<file path="config.mk">
export PLATFORM = sky130hd
export DESIGN_NAME = pwmfa_channel
export DESIGN_NICKNAME = d
export VERILOG_FILES = /design/src/rtl/pwmfa_pkg.sv /design/src/rtl/pwmfa_regs.sv /design/src/rtl/pwmfa_counter.sv /design/src/rtl/pwmfa_compare.sv /design/src/rtl/pwmfa_channel.sv
export SDC_FILE = /design/constraint.sdc
export NUM_CORES = 1
export LEC_CHECK = 0
export CAP_MARGIN = 5
export CORE_UTILIZATION = 40
export CTS_BUF_LIST = sky130_fd_sc_hd__clkbuf_8
export DETAILED_ROUTE_END_ITERATION = 6
export PLACE_DENSITY_LB_ADDON = 0.12
export SYNTH_ARGS = -nofsm -noshare
export SYNTH_HDL_FRONTEND = slang
export SYNTH_HIERARCHICAL = 1
export SYNTH_SLANG_ARGS = --single-unit
</file>
<file path="constraint.sdc">
create_clock -name clk -period 2.2 [get_ports clk]
set_input_delay 0.22 -clock clk [delete_from_list [all_inputs] [get_ports clk]]
set_output_delay 0.22 -clock clk [all_outputs]
set_load 0.03 [all_outputs]
</file>
<file path="src/rtl/pwmfa_pkg.sv">
package pwmfa_pkg;
  typedef enum logic {
    CARRIER_NARROW = 1'b0,
    CARRIER_WIDE   = 1'b1
  } carrier_e;
endpackage

</file>
<file path="src/rtl/pwmfa_regs.sv">
module pwmfa_regs
  import pwmfa_pkg::*;
#(
  parameter int CNT_W = 14,
  localparam int REG_W = CNT_W + 2
) (
  input  logic             clk,
  input  logic             rst_n,
  input  logic             wr_en,
  input  logic [REG_W-1:0] wr_data,
  input  logic             wrap,
  output logic [CNT_W-1:0] host_data,
  output carrier_e         host_sel,
  output logic [CNT_W-1:0] act_data,
  output carrier_e         act_sel
);
  // host copy: visible to software at once
  always_ff @(posedge clk) begin
    if (!rst_n) begin
      host_data <= '1;
      host_sel  <= CARRIER_WIDE;
    end else if (wr_en) begin
      host_data <= wr_data[REG_W-1:2];
      host_sel  <= carrier_e'(wr_data[1]);
    end
  end

  // active copy: loaded only when the period wraps
  always_ff @(posedge clk) begin
    if (!rst_n) begin
      act_data <= '1;
      act_sel  <= CARRIER_WIDE;
    end else if (wrap) begin
      act_data <= host_data;
      act_sel  <= host_sel;
    end
  end
endmodule

</file>
<file path="src/rtl/pwmfa_counter.sv">
module pwmfa_counter #(
  parameter int CNT_W = 14
) (
  input  logic             clk,
  input  logic             rst_n,
  input  logic             tick,
  output logic [CNT_W-1:0] cnt_q,
  output logic             wrap
);
  assign wrap = tick && (&cnt_q);

  always_ff @(posedge clk) begin
    if (!rst_n)    cnt_q <= '0;
    else if (tick) cnt_q <= cnt_q + 1'b1;
  end
endmodule

</file>
<file path="src/rtl/pwmfa_compare.sv">
module pwmfa_compare
  import pwmfa_pkg::*;
#(
  parameter int CNT_W    = 14,
  parameter int NARROW_B = 6,
  parameter int WIDE_B   = 8
) (
  input  logic [CNT_W-1:0] cnt_i,
  input  logic [CNT_W-1:0] data_i,
  input  carrier_e         sel_i,
  output logic             coarse_hit,
  output logic             fine_hit,
  output logic             range_ok,
  output logic             level
);
  logic [1:0] c_hit_v, f_hit_v, ok_v;

  for (genvar m = 0; m < 2; m++) begin : g_mode
    localparam int B  = (m == 1) ? WIDE_B : NARROW_B;
    localparam int FW = CNT_W - B;
    logic [B-1:0]  pos, crs;
    logic [FW-1:0] idx, idx_rev, fin;

    assign pos = cnt_i[B-1:0];
    assign idx = cnt_i[CNT_W-1:B];
    assign crs = data_i[CNT_W-1:FW];
    assign fin = data_i[FW-1:0];

    // the lowest fine bit is weighed against the highest index bit
    for (genvar k = 0; k < FW; k++) begin : g_rev
      assign idx_rev[k] = idx[FW-1-k];
    end

    assign c_hit_v[m] = pos < crs;
    assign f_hit_v[m] = (pos == crs) && (idx_rev < fin);
    assign ok_v[m]    = crs != '0;
  end

  assign coarse_hit = c_hit_v[sel_i];
  assign fine_hit   = f_hit_v[sel_i];
  assign range_ok   = ok_v[sel_i];
  assign level      = range_ok && (coarse_hit || fine_hit);
endmodule

</file>
<file path="src/rtl/pwmfa_channel.sv">
module pwmfa_channel
  import pwmfa_pkg::*;
#(
  parameter int CNT_W    = 14,
  parameter int NARROW_B = 6,
  parameter int WIDE_B   = 8,
  localparam int REG_W   = CNT_W + 2
) (
  input  logic             clk,
  input  logic             rst_n,
  input  logic             tick_i,
  input  logic             wr_en_i,
  input  logic [REG_W-1:0] wr_data_i,
  output logic [REG_W-1:0] rd_data_o,
  output logic             pwm_o
);
  logic [CNT_W-1:0] cnt_q;
  logic             wrap;
  logic [CNT_W-1:0] host_data, act_data;
  carrier_e         host_sel, act_sel;
  logic             coarse_hit, fine_hit, range_ok, level;

  pwmfa_counter #(.CNT_W(CNT_W)) u_cnt (
    .clk(clk), .rst_n(rst_n), .tick(tick_i), .cnt_q(cnt_q), .wrap(wrap)
  );

  pwmfa_regs #(.CNT_W(CNT_W)) u_regs (
    .clk(clk), .rst_n(rst_n), .wr_en(wr_en_i), .wr_data(wr_data_i),
    .wrap(wrap), .host_data(host_data), .host_sel(host_sel),
    .act_data(act_data), .act_sel(act_sel)
  );

  pwmfa_compare #(.CNT_W(CNT_W), .NARROW_B(NARROW_B), .WIDE_B(WIDE_B)) u_cmp (
    .cnt_i(cnt_q), .data_i(act_data), .sel_i(act_sel),
    .coarse_hit(coarse_hit), .fine_hit(fine_hit),
    .range_ok(range_ok), .level(level)
  );

  assign rd_data_o = {host_data, host_sel, 1'b1};

  always_ff @(posedge clk) begin
    if (!rst_n)      pwm_o <= 1'b0;
    else if (tick_i) pwm_o <= level;
  end
endmodule

</file>
# == Word level (Yosys, flattened, before mapping) ==
# Index checks and enable logic that the tools add are counted.
# word_totals
out_inout_bits,17
wordCells,28
ff_bits,45
# classes
n_addsub,1
magnitude_cmp,5
mux,6
n_reduce_logical,8
eq_ne,2
# op_table
op,count
8-bit < comparator,2
"14-bit by 1-bit adder with 14-bit output, second input constant",1
14-bit AND reduction,1
6-bit < comparator,2
8-bit equality test,1
8-bit nonzero test,1
6-bit equality test,1
1-bit 2-to-1 mux,6
6-bit nonzero test,1
1-bit logical AND,4
"1-bit by 2-bit < comparator with 1-bit output, second input constant",1
1-bit logical OR,1

# == Longest topological paths before layout ==
# Gate-level depths: netlist (run 1).
# logic_depth
ltp_word,6
ltp_mapped,9
depth_no_buf,9

# == By module ==
# The synthesis (run 1) kept the hierarchy.
# by_module_without_submodules
mod,instances,cells_each,area_each_um2
pwmfa_regs,1,97,1087.3
pwmfa_counter,1,75,683.2
pwmfa_compare,1,73,529.3
pwmfa_channel,1,6,55.1

# == Least setup slack after synthesis (run 1) ==
# No wires, ideal clock.
# synth_timing
path_kind,register -> register
start,register u_cnt.cnt_q[1]
end,register u_regs.act_data[10]
setup_time_ns,0.129
required_time_ns,2.071
stages_incl_launch_ff,9
synth_period_minus_slack_ns,1.694
slack_ns,0.506
path_buffers,2
t_arrival_ns,1.564
cell_sequence,dfxtp_1 ha_1 nand2_2 nor4_1 and2_1 buf_6 buf_12 mux2i_1 nand2_1
# synth_between
elab_chain_cells,2
# synth_lines
item,line_no,text
start: declaration,pwmfa_counter.sv:7,"output logic [CNT_W-1:0] cnt_q,"
start signal: assignment,pwmfa_counter.sv:14,else if (tick) cnt_q <= cnt_q + 1'b1;
14-bit AND reduction,pwmfa_counter.sv:10,assign wrap = tick && (&cnt_q);
1-bit logical AND,pwmfa_counter.sv:10,
named net wrap,pwmfa_channel.sv:18,logic wrap;
end signal: assignment,pwmfa_regs.sv:34,act_data <= host_data;
end: declaration,pwmfa_regs.sv:14,"output logic [CNT_W-1:0] act_data,"
# The timed path passes the listed nets, and every way through them passes these cells.
# A chain may end at the register's enable or synchronous reset.

# == Final worst setup path (run 1) ==
# layout_timing
start,register u_cnt.cnt_q[1]
end,register u_regs.act_data[9]
# The elaborated chain is that of the path after synthesis.

==> out/metrics.csv, run 1 <==
stage;metric;value;unit
timing;fin_crit_sh;0.863;
detailed_routing;post_drt_via_cell_ratio;4.96;
synthesis;synth-simple-area-share;0.179;
grt;grt_max_degree;18;
detailed_routing;firstDrtPassIters;4;
worst_setup_path;critPathArrivalTime;2.09;ns
clocking;post_cts_buffers;0;
cells_and_area;syn_to_final_growth;20.0;%
synthesis;netlist_area;0.00235;sq mm
timing;grt_setup_unrepaired;false;
cells_and_area;fin_nets;328;
die;dieArea;0.00620;sq mm
detailed_routing;drt-initial-drc-count;65;
job;maxCapViolations;0;
grt;grt_pass1_vias;1606;
synthesis;avgSynthCellArea;9.38;sq um
pwr;p_leak;1.28;nW
clocking;clock-sinks;45;
synthesis;synth_top_family_by_area;simple AND/OR/NAND/NOR gates;
place;pre_cts_ws;0.293;ns
cells_and_area;final_cell_mix;dfxtp_1, nand2_1, mux2i_1;
cells_and_area;layout_commonest_cell;dfxtp_1;
detailed_routing;postRouteAntennaNets;0;
synthesis;synth-compound-area-share;0.0760;
clocking;root_buffer;clkbuf_8;
clocking;ctsResizeCount;0;
timing;setup_viol;0;
clocking;numCtsBuffers;5;
clocking;cts.clk_slew.worst_paths;0.08;ns
timing;finalHoldViolCount;0;
timing;drv_slew;0;
die;num_io_pins;37;
grt;grtUsageTotal;0.152;
die;start_util;0.422;
synthesis;synth_mux_area_frac;0.153;
timing;finClkSkew;0.00819;ns
place;place.gp.congestion;0.823;
timing;fin_setup_tns;0;ns
cells_and_area;fin_area;0.00283;sq mm
timing;fin_ws;0.302;ns
timing;fin_crit;1.90;ns
synthesis;synth_edf_count;0;
min_path;min_path_type;flip-flop to flip-flop;
die;die_h;78.7;microns
synthesis;async_flop_share;0;
cells_and_area;diodes;0;
clocking;clockBufferDepth;2;
cells_and_area;drive_above_1_share;0.0627;
synthesis;synthFlopType;dfxtp_1;
synthesis;yosysWarningCount;6;
clocking;cts_tree;yes;
die;die_w;78.7;microns
place;io_buffers;34;
synthesis;yosysSeqAreaShare;0.383;
synthesis;yosys.cell_types.count;37;
run_status;outcome;finished, final reports clean;
pwr;p_per_area;555;mW/mm^2
worst_setup_path;start_kind;flip-flop;
worst_setup_path;path_class;flip-flop to flip-flop;
synthesis;synthesis.nets;293;
grt;grt_pass1_wl;7370;microns
worst_setup_path;end_kind;flip-flop;
detailed_routing;vias;1779;
die;rows;27;
die;core_area;0.00557;sq mm
clocking;cts_hold_buf;0;
detailed_routing;drc;0;
synthesis;synth-adder-area-share;0.117;
synthesis;synth_seq_cells;45;
grt;grt_overflow;0;
worst_setup_path;critPathRequiredTime;2.39;ns
synthesis;synth-xor-area-share;0.0149;
synthesis;syn_inst;251;
place;dp_hpwl;3320;microns
grt;grt_antenna_before_repair;0;
worst_setup_path;worstPathMaxFanout;15;
timing;max_freq;0.527;GHz
place;place_area;0.00273;sq mm
pwr;ir_worst_vdd;0.298;mV
detailed_routing;drt-wirelength-per-cell;12.4;microns
detailed_routing;drt_wl_total;4450;microns
clocking;clock_latency;0.30;ns
clocking;htree_levels;2;
-- critical path: stages (launching register included) --
cell	delay (ns)
dfxtp_1	0.47
ha_1	0.24
nand2_2	0.13
nor4_1	0.29
and2_1	0.21
buf_12	0.18
mux2i_1	0.20
nand2_1	0.06
-- cell families after synthesis --
family                   Yosys count
buffers and inverters             30
AO/OA/AOI/OAI                     30
AND/OR/NAND/NOR                   83
multiplexers                      36
flip-flops                        45
adder cells (fa/ha/maj)           22
XOR/XNOR                           4
other                              1
-- through the flow --
| step | cells | hold slack (ns) | util | power [mW] |
|---|---|---|---|---|
| floorplan | 251 | 0.348 | - | 0.980 |
| global placement | 351 | 0.446 | 0.490 | 1.06 |
| detailed placement | 351 | 0.453 | 0.490 | 1.06 |
| CTS | 359 | 0.476 | 0.507 | 1.59 |
| global route | 359 | 0.483 | 0.507 | 1.64 |
| finish | 359 | 0.481 | 0.507 | 1.57 |
-- registers in the layout, summed over array words and instances, names as in the netlist --
signal            count
pwm_o                 1
u_cnt/cnt_q          14
u_regs/act_data      14
u_regs/act_sel        1
u_regs/host_data     14
u_regs/host_sel       1
-- power by group --
| group | internal [mW] | switching, mW | leakage, nW |
|---|---|---|---|
| logic | 0.0901 | 0.0906 | 0.863 |
| clock network | 0.229 | 0.301 | 0.0447 |
| registers | 0.836 | 0.0201 | 0.367 |
| total | 1.16 | 0.412 | 1.28 |
-- cell type report --
cell class	instances	area [sq um]
Clock buffer	5	68.8
Clock inverter	3	25.0
Fill cell	568	2750
Inverter	18	67.6
Multi-Input combinational cell	176	1270
Sequential cell	45	901
Tap cell	72	90.1
Timing Repair Buffer	40	398
-- cells in the mapped netlist, drive strengths merged (5+ instances only) --
library cell  count  area share
dfxtp            45        0.38
nand2            41       0.066
mux2i            36        0.15
ha               22        0.12
inv              17       0.027
a21oi            15       0.033
buf               8       0.041
nand3             7       0.017
nand4             7       0.025
nor4              7       0.019
nor2              6      0.0096
o21ai             5       0.011
-- path summary, 6_finish.rpt --
path,start,endpoint,slack (ns),cells past startpoint
hold / removal,u_regs/act_data[12],u_regs/act_data[12],0.48,2
setup reg to reg,u_cnt/cnt_q[1],u_regs/act_data[9],0.30,7
setup / recovery,u_cnt/cnt_q[1],u_regs/act_data[9],0.30,7
hold reg to reg,u_regs/act_data[12],u_regs/act_data[12],0.48,2
-- layer usage --
layer | GRT usage | vias up | wire, microns
li1 | - | 938 | -
met1 | 0.196 | 815 | 2170
met2 | 0.246 | 19 | 2110
met3 | 0.0310 | 7 | 107
met4 | 0.0611 | 0 | 62
met5 | 0 | - | 0
Note: power is estimated with default switching activity, not from simulation.
==> run 2, diff against run 1 <==
--- a/config.mk
+++ b/config.mk
@@ -8,6 +8,7 @@
 export CAP_MARGIN = 5
 export CORE_UTILIZATION = 40
 export CTS_BUF_LIST = sky130_fd_sc_hd__clkbuf_8
+export CTS_CLUSTER_DIAMETER = 150
 export DETAILED_ROUTE_END_ITERATION = 6
 export PLACE_DENSITY_LB_ADDON = 0.12
 export SYNTH_ARGS = -nofsm -noshare
==> results of run 2 <==
The final DEF is identical to that of run 1; final timing and power are the same.
==> run 3, diff against run 2 <==
==> constraint.sdc (replaced) <==
create_clock -name clk -period 2.2 [get_ports clk]
set_input_delay 0.33 -clock clk [delete_from_list [all_inputs] [get_ports clk]]
set_output_delay 0.33 -clock clk [all_outputs]
set_load 0.03 [all_outputs]
==> out/metrics.csv, run 3 (synthesis results as in run 1) <==
stage;metric;value;unit
run_status;outcome;finished, final reports clean;
worst_setup_path;critPathMaxStageDelay;0.45;ns
worst_setup_path;r2r_slack;0.36;ns
cells_and_area;layout_commonest_cell;dfxtp_1;
detailed_routing;drt_wl_total;4500;microns
timing;fin_crit_sh;0.838;
min_path;hold_end;u_regs/act_data[0];
clocking;ctsResizeCount;0;
worst_setup_path;end_kind;flip-flop;
grt;grtUsageTotal;0.162;
min_path;min_path_type;flip-flop to flip-flop;
timing;fin_crit;1.84;ns
clocking;clock_latency;0.30;ns
timing;fin_setup_tns;0;ns
grt;grt_antenna_before_repair;0;
grt;grt_pass1_wl;7830;microns
clocking;numCtsBuffers;5;
detailed_routing;postRouteAntennaNets;0;
worst_setup_path;r2r_end;u_regs/act_data[12];
pwr;combinationalPowerShare;0.117;
place;io_buffers;34;
worst_setup_path;crit_chain;ha_1 > nand2_2 > nor4_1 > and2_1 > buf_12 > mux2i_1 > nand2_1;
clocking;clock-sinks;45;
clocking;post_cts_buffers;0;
die;die_w;78.7;microns
worst_setup_path;critical_path.top_delay_family;simple AND/OR/NAND/NOR gates;
pwr;ir_worst_vdd;0.304;mV
timing;max_freq;0.543;GHz
min_path;worstHoldStart;u_regs/act_data[0];
detailed_routing;firstDrtPassIters;4;
cells_and_area;fin_util;0.507;
die;num_io_pins;37;
pwr;p_switching;0.399;mW
timing;finClkSkew;0.00667;ns
die;core_area;0.00557;sq mm
cells_and_area;fin_nets;329;
worst_setup_path;worstReg2RegStart;u_cnt/cnt_q[1];
cells_and_area;fin_area;0.00283;sq mm
die;dieArea;0.00620;sq mm
timing;grt_setup_unrepaired;false;
timing;finalHoldViolCount;0;
worst_setup_path;worstPathMaxFanout;15;
detailed_routing;drt-initial-drc-count;63;
pwr;p_int;1.15;mW
clocking;clockBufferDepth;2;
place;place_area;0.00274;sq mm
place;dp_hpwl;3390;microns
pwr;p_leak;1.28;nW
job;maxCapViolations;0;
worst_setup_path;path_class;flip-flop to flip-flop;
detailed_routing;drt-wirelength-per-cell;12.5;microns
worst_setup_path;critPathArrivalTime;2.03;ns
die;start_util;0.422;
timing;drv_slew;0;
grt;grt_overflow;0;
die;die_h;78.7;microns
grt;grt_max_degree;18;
timing;setup_viol;0;
worst_setup_path;critPathRequiredTime;2.39;ns
worst_setup_path;start_kind;flip-flop;
cells_and_area;diodes;0;
clocking;htree_levels;2;
detailed_routing;post_drt_via_cell_ratio;4.96;
clocking;cts_tree;yes;
detailed_routing;drc;0;
detailed_routing;vias;1785;
clocking;cts_hold_buf;0;
min_path;hold_depth;2;
worst_setup_path;reg2regPathDepth;7;
cells_and_area;reg_top3;u_cnt/cnt_q (14), u_regs/act_data (14), u_regs/host_data (14);
clocking;root_buffer;clkbuf_8;
pwr;p_per_area;546;mW/mm^2
place;place.gp.congestion;0.844;
cells_and_area;syn_to_final_growth;20.0;%
worst_setup_path;critPathBufInv;1;
grt;grt_pass1_vias;1644;
cells_and_area;drive_above_1_share;0.0625;
pwr;p_sw_frac;0.258;
pwr;p_clk_frac;0.328;
worst_setup_path;cp_slowest_cell;dfxtp_1;
cells_and_area;final_cell_mix;dfxtp_1, nand2_1, mux2i_1;
pwr;p_seq_frac;0.554;
die;rows;27;
clocking;cts.clk_slew.worst_paths;0.08;ns
run 3: power by group through the flow:
stage | Sequential (mW) | Combinational [mW] | Clock, mW
3_5_place_dp | 0.876 | 0.183 | 0
3_3_place_gp | 0.876 | 0.182 | 0
4_1_cts | 0.857 | 0.183 | 0.525
2_1_floorplan | 0.904 | 0.0765 | 0
6_report | 0.856 | 0.181 | 0.507
5_1_grt | 0.860 | 0.197 | 0.553
run 3: per-layer routing:
layer | up-vias | part of all wire | routed length [microns] | global-route usage
li1 | 945 | - | - | -
met1 | 815 | 0.50 | 2250 | 0.228
met2 | 19 | 0.46 | 2060 | 0.239
met3 | 6 | 0.025 | 113 | 0.0345
met4 | 0 | 0.015 | 68 | 0.0667
met5 | - | 0 | 0 | 0
run 3: area by class of cell:
type	instances	area, sq um
inverters	18	67.6
clock inverters	3	18.8
multi-input cells	176	1270
clock buffers	5	68.8
well taps	72	90.1
flip-flops and latches	45	901
repair buffers	41	405
fillers	550	2750
run 3: worst max-delay path by stage:
stage                        start                  end  depth (start not counted)
finish              u_cnt/cnt_q[1]  u_regs/act_data[12]                          7
global route        u_cnt/cnt_q[1]       u_regs/act_sel                          7
CTS                 u_cnt/cnt_q[1]       u_regs/act_sel                          7
detailed placement          tick_i   u_regs/act_data[2]                          7
global placement            tick_i   u_regs/act_data[2]                          7
floorplan           u_cnt/cnt_q[1]  u_regs/act_data[10]                          8
run 3: metrics by stage:
step	setup WS, ns	power, mW	hold WS (ns)	cells
2_1_floorplan	0.506	0.980	0.432	251
3_3_place_gp	0.258	1.06	0.446	352
3_5_place_dp	0.193	1.06	0.457	352
4_1_cts	0.317	1.57	0.479	360
5_1_grt	0.185	1.61	0.509	360
6_report	0.357	1.54	0.474	360
run 3: tightest hold or removal path: stages, from the launching register on:
cell	delay, ns
dfxtp_1	0.33
mux2i_1	0.06
nand2_1	0.05
